File: src/rtl/dbg_bringup_pkg.sv
package dbg_bringup_pkg;
  localparam int WORD_W  = 32;
  localparam int LEN_W   = 6;
  localparam int CHUNKS  = 7;
  localparam int CHUNK_W = $clog2(CHUNKS);
  localparam int CODE_W  = 3;

  localparam logic [CODE_W-1:0] ERR_NONE  = 3'd0;
  localparam logic [CODE_W-1:0] ERR_LINK  = 3'd1;
  localparam logic [CODE_W-1:0] ERR_ID    = 3'd2;
  localparam logic [CODE_W-1:0] ERR_PWR   = 3'd3;
  localparam logic [CODE_W-1:0] ERR_RST   = 3'd4;
  localparam logic [CODE_W-1:0] ERR_APTYP = 3'd5;

  localparam logic [1:0] DP_ID   = 2'd0;
  localparam logic [1:0] DP_CTRL = 2'd1;
  localparam logic [1:0] DP_BANK = 2'd2;
  localparam logic [1:0] AP_CW   = 2'd0;
  localparam logic [1:0] AP_IDR  = 2'd3;

  localparam logic [WORD_W-1:0] PWR_REQ   = 32'h5000_0000;
  localparam logic [WORD_W-1:0] PWR_ACK   = 32'hA000_0000;
  localparam logic [WORD_W-1:0] RST_REQ   = 32'h0400_0000;
  localparam logic [WORD_W-1:0] RST_ACK   = 32'h0800_0000;
  localparam logic [WORD_W-1:0] ID_MASK   = 32'h0FF0_0001;
  localparam logic [WORD_W-1:0] ID_MATCH  = 32'h0BA0_0001;
  localparam logic [WORD_W-1:0] BANK_IDR  = 32'h0000_00F0;
  localparam logic [WORD_W-1:0] BANK_CW   = 32'h0000_0000;
  localparam logic [WORD_W-1:0] CW_INIT   = 32'h0000_0012;

  typedef enum logic [3:0] {
    ST_IDLE, ST_RAW, ST_ID, ST_PWR_WR, ST_PWR_POLL, ST_RST_WR, ST_RST_POLL,
    ST_CLR_WR, ST_SEL_IDR, ST_IDR_0, ST_IDR_1, ST_SEL_CW, ST_CW_WR,
    ST_DONE, ST_ERR
  } step_e;
endpackage

File: src/rtl/bringup_raw_rom.sv
module bringup_raw_rom
  import dbg_bringup_pkg::*;
(
  input  logic [CHUNK_W-1:0] idx_i,
  output logic [WORD_W-1:0]  data_o,
  output logic [LEN_W-1:0]   len_o
);
  // order is behaviour: reset, switch code, reset, idle
  always_comb begin
    len_o = LEN_W'(32);
    case (idx_i)
      3'd0, 3'd1, 3'd3, 3'd4: data_o = '1;
      3'd2: begin
        data_o = 32'h0000_E79E;
        len_o  = LEN_W'(16);
      end
      default: data_o = '0;
    endcase
  end
endmodule

File: src/rtl/bringup_retry_ctr.sv
module bringup_retry_ctr #(
  parameter int W = 8
) (
  input  logic         clk_i,
  input  logic         rst_ni,
  input  logic         clr_i,
  input  logic         inc_i,
  input  logic [W-1:0] max_i,
  output logic         spent_o
);
  logic [W-1:0] cnt_q;

  always_ff @(posedge clk_i or negedge rst_ni) begin
    if (!rst_ni)    cnt_q <= '0;
    else if (clr_i) cnt_q <= '0;
    else if (inc_i) cnt_q <= cnt_q + 1'b1;
  end

  assign spent_o = (cnt_q >= max_i);
endmodule

File: src/rtl/dbg_bringup_seq.sv
module dbg_bringup_seq
  import dbg_bringup_pkg::*;
#(
  parameter int RETRY_W = 8
) (
  input  logic               clk_i,
  input  logic               rst_ni,
  input  logic               start_i,
  input  logic [RETRY_W-1:0] retry_max_i,
  output logic               raw_req_o,
  output logic [31:0]        raw_data_o,
  output logic [5:0]         raw_len_o,
  input  logic               raw_ack_i,
  output logic               reg_req_o,
  output logic               reg_ap_o,
  output logic               reg_rd_o,
  output logic [1:0]         reg_addr_o,
  output logic [31:0]        reg_wdata_o,
  input  logic               reg_ack_i,
  input  logic               reg_ok_i,
  input  logic [31:0]        reg_rdata_i,
  output logic               done_o,
  output logic               err_o,
  output logic [2:0]         err_code_o
);
  localparam logic [CHUNK_W-1:0] LAST_CHUNK = CHUNK_W'(CHUNKS - 1);

  step_e               st_q;
  logic                req_q;
  logic [CHUNK_W-1:0]  chunk_q;
  logic [WORD_W-1:0]   bank_q;
  logic [CODE_W-1:0]   code_q;

  logic is_txn, d_ap, d_rd, bank_hit, can_start, fin, pwr_ok, rst_ok;
  logic poll_miss, spent;
  logic [1:0]        d_a;
  logic [WORD_W-1:0] d_wd;

  bringup_raw_rom u_rom (
    .idx_i  (chunk_q),
    .data_o (raw_data_o),
    .len_o  (raw_len_o)
  );

  always_comb begin
    is_txn = 1'b1; d_ap = 1'b0; d_rd = 1'b0; d_a = DP_ID; d_wd = '0;
    case (st_q)
      ST_ID:       d_rd = 1'b1;
      ST_PWR_WR:   begin d_a = DP_CTRL; d_wd = PWR_REQ; end
      ST_PWR_POLL: begin d_a = DP_CTRL; d_rd = 1'b1; end
      ST_RST_WR:   begin d_a = DP_CTRL; d_wd = PWR_REQ | RST_REQ; end
      ST_RST_POLL: begin d_a = DP_CTRL; d_rd = 1'b1; end
      ST_CLR_WR:   begin d_a = DP_CTRL; d_wd = PWR_REQ; end
      ST_SEL_IDR:  begin d_a = DP_BANK; d_wd = BANK_IDR; end
      ST_IDR_0,
      ST_IDR_1:    begin d_ap = 1'b1; d_rd = 1'b1; d_a = AP_IDR; end
      ST_SEL_CW:   begin d_a = DP_BANK; d_wd = BANK_CW; end
      ST_CW_WR:    begin d_ap = 1'b1; d_a = AP_CW; d_wd = CW_INIT; end
      default:     is_txn = 1'b0;
    endcase
  end

  assign bank_hit  = (st_q == ST_SEL_IDR || st_q == ST_SEL_CW) && (bank_q == d_wd);
  assign can_start = (st_q == ST_IDLE) || (st_q == ST_DONE) || (st_q == ST_ERR);
  assign fin       = is_txn && req_q && reg_ack_i;
  assign pwr_ok    = (reg_rdata_i & PWR_ACK) == PWR_ACK;
  assign rst_ok    = (reg_rdata_i & (PWR_ACK | RST_ACK)) == (PWR_ACK | RST_ACK);
  assign poll_miss = fin && reg_ok_i &&
                     ((st_q == ST_PWR_POLL && !pwr_ok) || (st_q == ST_RST_POLL && !rst_ok));

  bringup_retry_ctr #(.W(RETRY_W)) u_retry (
    .clk_i   (clk_i),
    .rst_ni  (rst_ni),
    .clr_i   (st_q == ST_PWR_WR || st_q == ST_RST_WR),
    .inc_i   (poll_miss && !spent),
    .max_i   (retry_max_i),
    .spent_o (spent)
  );

  always_ff @(posedge clk_i or negedge rst_ni) begin
    if (!rst_ni) begin
      st_q <= ST_IDLE; req_q <= 1'b0; chunk_q <= '0; bank_q <= '1; code_q <= ERR_NONE;
    end else if (start_i && can_start) begin
      st_q <= ST_RAW; req_q <= 1'b0; chunk_q <= '0; bank_q <= '1; code_q <= ERR_NONE;
    end else if (st_q == ST_RAW) begin
      if (!req_q) req_q <= 1'b1;
      else if (raw_ack_i) begin
        req_q <= 1'b0;
        if (chunk_q == LAST_CHUNK) st_q <= ST_ID;
        else chunk_q <= chunk_q + 1'b1;
      end
    end else if (bank_hit) begin
      st_q <= (st_q == ST_SEL_IDR) ? ST_IDR_0 : ST_CW_WR;
    end else if (is_txn && !req_q) begin
      req_q <= 1'b1;
    end else if (fin) begin
      req_q <= 1'b0;
      if (!reg_ok_i) begin
        st_q <= ST_ERR; code_q <= ERR_LINK;
      end else begin
        case (st_q)
          ST_ID: if ((reg_rdata_i & ID_MASK) == ID_MATCH) st_q <= ST_PWR_WR;
                 else begin st_q <= ST_ERR; code_q <= ERR_ID; end
          ST_PWR_WR: st_q <= ST_PWR_POLL;
          ST_PWR_POLL: if (pwr_ok) st_q <= ST_RST_WR;
                       else if (spent) begin st_q <= ST_ERR; code_q <= ERR_PWR; end
          ST_RST_WR: st_q <= ST_RST_POLL;
          ST_RST_POLL: if (rst_ok) st_q <= ST_CLR_WR;
                       else if (spent) begin st_q <= ST_ERR; code_q <= ERR_RST; end
          ST_CLR_WR: st_q <= ST_SEL_IDR;
          ST_SEL_IDR: begin bank_q <= BANK_IDR; st_q <= ST_IDR_0; end
          ST_IDR_0: st_q <= ST_IDR_1;
          ST_IDR_1: if (reg_rdata_i[3:0] == 4'd1) st_q <= ST_SEL_CW;
                    else begin st_q <= ST_ERR; code_q <= ERR_APTYP; end
          ST_SEL_CW: begin bank_q <= BANK_CW; st_q <= ST_CW_WR; end
          ST_CW_WR: st_q <= ST_DONE;
          default: st_q <= ST_ERR;
        endcase
      end
    end
  end

  assign raw_req_o   = req_q && (st_q == ST_RAW);
  assign reg_req_o   = req_q && is_txn;
  assign reg_ap_o    = d_ap;
  assign reg_rd_o    = d_rd;
  assign reg_addr_o  = d_a;
  assign reg_wdata_o = d_wd;
  assign done_o      = (st_q == ST_DONE);
  assign err_o       = (st_q == ST_ERR);
  assign err_code_o  = code_q;

  assert_one_port_R2: assert property (@(posedge clk_i) disable iff (!rst_ni)
    !(raw_req_o && reg_req_o));
  assert_req_hold_R12: assert property (@(posedge clk_i) disable iff (!rst_ni)
    reg_req_o && !reg_ack_i && !start_i |=> reg_req_o);
  assert_raw_hold_R12: assert property (@(posedge clk_i) disable iff (!rst_ni)
    raw_req_o && !raw_ack_i && !start_i |=> raw_req_o);
  assert_excl_R12: assert property (@(posedge clk_i) disable iff (!rst_ni)
    !(done_o && err_o));
  assert_code_R10: assert property (@(posedge clk_i) disable iff (!rst_ni)
    err_o |-> err_code_o != ERR_NONE);
  assert_clean_done_R9: assert property (@(posedge clk_i) disable iff (!rst_ni)
    done_o |-> err_code_o == ERR_NONE);
  assert_bank_valid_R7: assert property (@(posedge clk_i) disable iff (!rst_ni)
    reg_req_o && reg_ap_o |-> bank_q != '1);
  assert_link_stop_R11: assert property (@(posedge clk_i) disable iff (!rst_ni)
    reg_req_o && reg_ack_i && !reg_ok_i && !start_i |=> err_o);
  assert_poll_bound_R10: assert property (@(posedge clk_i) disable iff (!rst_ni)
    poll_miss && spent && !start_i |=> err_o);
endmodule

File: config.mk
export PLATFORM = sky130hd
export DESIGN_NAME = dbg_bringup_seq
export DESIGN_NICKNAME = d
export VERILOG_FILES = /design/src/rtl/dbg_bringup_pkg.sv /design/src/rtl/bringup_raw_rom.sv /design/src/rtl/bringup_retry_ctr.sv /design/src/rtl/dbg_bringup_seq.sv
export SDC_FILE = /design/constraint.sdc
export NUM_CORES = 1
export LEC_CHECK = 0
export BUFFER_PORTS_ARGS = -buffer_cell sky130_fd_sc_hd__buf_2
export CAP_MARGIN = 20
export CORE_MARGIN = 1.5
export CORE_UTILIZATION = 50
export DETAILED_ROUTE_END_ITERATION = 8
export GPL_ROUTABILITY_DRIVEN = 0
export GPL_TIMING_DRIVEN = 0
export HOLD_SLACK_MARGIN = 0.08
export PLACE_DENSITY = 0.88
export REMOVE_ABC_BUFFERS = 1
export SYNTH_ARGS = -nofsm -noshare
export SYNTH_HDL_FRONTEND = slang
export SYNTH_HIERARCHICAL = 1
export SYNTH_SLANG_ARGS = --single-unit
File: constraint.sdc
create_clock -name clk_i -period 5.35 [get_ports clk_i]
set_input_delay 0.535 -clock clk_i [delete_from_list [all_inputs] [get_ports clk_i]]
set_output_delay 0.535 -clock clk_i [all_outputs]
set_load 0.03 [all_outputs]
==> flow_summary.json <==
{
  "outcome": "completed",
  "dp_cells": 383,
  "grt_pass1_vias": 1911,
  "slowest_stage": "dfrtp_1",
  "drv_slew": 0,
  "crit_path_start_kind": "register",
  "cts_made_buffers": 3,
  "yosysWarnings": 6,
  "cp-startpoint": "st_q[1]",
  "cts_tree": "built",
  "fin_crit_ns": 3.355,
  "drtPass1Iterations": 4,
  "synthCells": 298,
  "cts_sinks": 21,
  "relSlewSlack": 0.3004,
  "rsz0062_at_grt": "no",
  "avgSynthCellArea_sq_um": 8.066,
  "grt.total_usage": 0.2027,
  "core-area_sq_um": 4661,
  "crit_type": "register to register",
  "dr_total_vias": 2147,
  "num-nets-final": 391,
  "clk_path_buf_depth": 2,
  "synthFlopType": "dfrtp_1",
  "synth-compound-area-share": 0.1952,
  "io_pins": 127,
  "post_drt_wl_per_cell_microns": 13.62,
  "clock.fmax_mhz": 298.1,
  "ys_seq_elements": 21,
  "rows": 25,
  "clk_pin_slew_worst_paths_ns": 0.08,
  "drc": 0,
  "grt_max_degree": 30,
  "timing.hold.ws_ns": 0.2235,
  "synthAdderAreaFrac": 0.05726,
  "peakVddDrop_v": 0.0002694,
  "ys_types": 62,
  "pwr-share-clk": 0.085,
  "r2r_cells": 8,
  "p_seq_frac": 0.268,
  "r2r-start": "st_q[1]",
  "syn_area_sq_um": 2404,
  "postRouteAntennaNets": 0,
  "cts_max_level": 1,
  "crit_path_end": "u_retry/cnt_q[7]",
  "crit_top_cell": "or3_1",
  "post-cts-setup-buffers": 0,
  "power.switching_uw": 712.0,
  "synth.mux.area_fraction": 0.02290,
  "synthArstFlopShare": 1.000,
  "start_util": 0.5157,
  "cts_resized": 0,
  "viasPerCell": 5.548,
  "dpl_worst_slack_ns": 1.990,
  "p_leak_uw": 0.001237,
  "area_growth_syn_to_layout_pct": 3.176,
  "cp_cell_sequence": "or3_1, and4_1, nand2_1, nor4_1, clkdlybuf4s18_2, o2111ai_4, or3_1, a21oi_1",
  "worst_hold_path_type": "input pin to asynchronous set/reset pin",
  "dp.final_hpwl_microns": 4078,
  "grt_overflow": 0,
  "total_power_uw": 1231,
  "critical_path_buf_inv_count": 1,
  "post-route-period-util": 0.6271,
  "critPathTopFamily": "simple AND/OR/NAND/NOR gates",
  "routed_wl_microns": 5272,
  "reg2reg_to": "u_retry/cnt_q[7]",
  "setup_viol_count_final": 0,
  "cp-end-kind": "register",
  "max_slew.worst_pin.slew_ns": 1.020,
  "antenna_found_initial": 0,
  "fill_cells": 455,
  "grt_pass1_wl_microns": 8569,
  "cap_violations": 0,
  "critPathMaxStageDelay_ns": 0.94,
  "n_antenna_cell": 0,
  "r2r_slack_ns": 1.99,
  "layout-drive-gt1-share": 0.2853,
  "die_x_microns": 72.34,
  "holdBufCountCts": 0,
  "root_buffer": "clkbuf_8",
  "synth_edf_count": 0,
  "final.setup.tns_ns": 0,
  "portBuffers": 80,
  "synth_top_family_by_area": "buffers and inverters",
  "worstPathRequired_ns": 5.54,
  "dieArea_sq_um": 5232,
  "p_sw_frac": 0.5784,
  "insertion_delay_ns": 0.26,
  "cp.depth": 8,
  "worstPathArrival_ns": 3.54,
  "p_comb_frac": 0.646,
  "yosys.area_share.simple": 0.2171,
  "p_int_uw": 518.9,
  "critPathMaxFanout": 29,
  "initialDrtViolationCount": 86,
  "hold_viol": 0,
  "setup_ws_ns": 1.995,
  "powerDensity_nw_per_um2": 496.4,
  "die_h_microns": 72.34,
  "synth-xor-area-share": 0.03280,
  "fin_skew_ns": 0.001497,
  "final_cells": 387,
  "yosysSeqAreaShare": 0.2197
}
[sequential cells by signal, summed over array words and instances (netlist names)]
name,cells
st_q,4
u_retry/cnt_q,8
chunk_q,3
err_code_o,3
bank_q,2
req_q,1
[routing by layer]
| metal | vias to the layer above | global-route usage | share of wire | wire, microns |
|---|---|---|---|---|
| li1 | 1013 | - | - | - |
| met5 | - | 0 | 0 | 0 |
| met4 | 0 | 0.05241 | 0.0085 | 45 |
| met2 | 126 | 0.3786 | 0.52 | 2756 |
| met1 | 997 | 0.2372 | 0.39 | 2068 |
| met3 | 11 | 0.03750 | 0.076 | 402 |
[per-stage QoR]
stage / cell area (sq um) / utilization
after global placement: 2424 / 0.5200
after CTS: 2480 / 0.5321
after detailed placement: 2434 / 0.5221
after global routing: 2480 / 0.5321
final: 2480 / 0.5321
after floorplan: 1956 / -
[worst min-delay path by stage]
stage / to / start / slack [ns]
after CTS: req_q / rst_ni / 0.24
after floorplan: chunk_q[0] / rst_ni / 0.24
after global routing: req_q / rst_ni / 0.26
after global placement: bank_q[30] / bank_q[30] / 0.45
after detailed placement: bank_q[30] / bank_q[30] / 0.45
final: req_q / rst_ni / 0.22
[synthesized netlist by cell type (5+ instances only)]
library cell	count	area, sq um
nand4_1	6	37.54
a21oi_1	15	75.07
inv_1	16	60.06
nor2b_1	5	31.28
xor2_1	5	43.79
ha_1	11	137.6
o211ai_1	5	37.54
nor2_1	27	101.4
nand2_1	24	90.09
dfrtp_1	19	475.5
clkbuf_1	5	18.77
buf_4	62	465.5
o21ai_0	11	55.05
[kinds of logic (layout without fill, tap and decap cells)]
kind of cell               after synthesis  after routing
buffers and inverters                   92            101
adders and majority gates               11             11
muxes                                    5              5
xor gates and xnor gates                 9              9
other                                    2             28
AOI/OAI and AO/OA                       62             62
and+or+nand+nor                         96             96
DFF                                     21             21
[worst reg2reg max path: cells and delay by family (launching register included)]
family          cells  cell delay [ns]
simple gates        5             1.68
flops               1             0.94
buf+inv             1             0.37
compound gates      2             0.29
[cell type report]
class                   instances  area (sq um)  area share
flip-flops and latches         21         528.0      0.2129
clock inverters                 1         5.005    0.002018
well taps                      54         67.56     0.02725
inverters                      16         60.06     0.02422
clock buffers                   3         41.29     0.01665
repair buffers                 81         410.4      0.1655
multi-input cells             211          1368      0.5515
[cells in the final DEF (no fill, tap or decap), types with 4 or more instances in the layout]
| cell type | synthesis | layout |
|---|---|---|
| nand2b_1 | 4 | 4 |
| nor2_1 | 27 | 27 |
| mux2i_1 | 4 | 4 |
| inv_1 | 16 | 16 |
| a211oi_1 | 4 | 4 |
| ha_1 | 11 | 11 |
| o211ai_1 | 5 | 5 |
| o21ai_0 | 11 | 11 |
| nor2b_1 | 5 | 5 |
| nand4_1 | 6 | 6 |
| xnor2_1 | 4 | 4 |
| nand2_1 | 24 | 24 |
| dfrtp_1 | 19 | 19 |
| buf_2 | 4 | 80 |
| nand3_1 | 4 | 4 |
| a21oi_1 | 15 | 15 |
| conb_1 | 2 | 28 |
| xor2_1 | 5 | 5 |
[power groups by stage]
stage	Combinational (uW)	Sequential [uW]	Clock, uW
after floorplan	586	316	0
after global placement	775	324	0
after detailed placement	795	331	0
after CTS	798	328	108
after global routing	861	345	117
final	796	330	105
(Power assumes the default switching activity.)
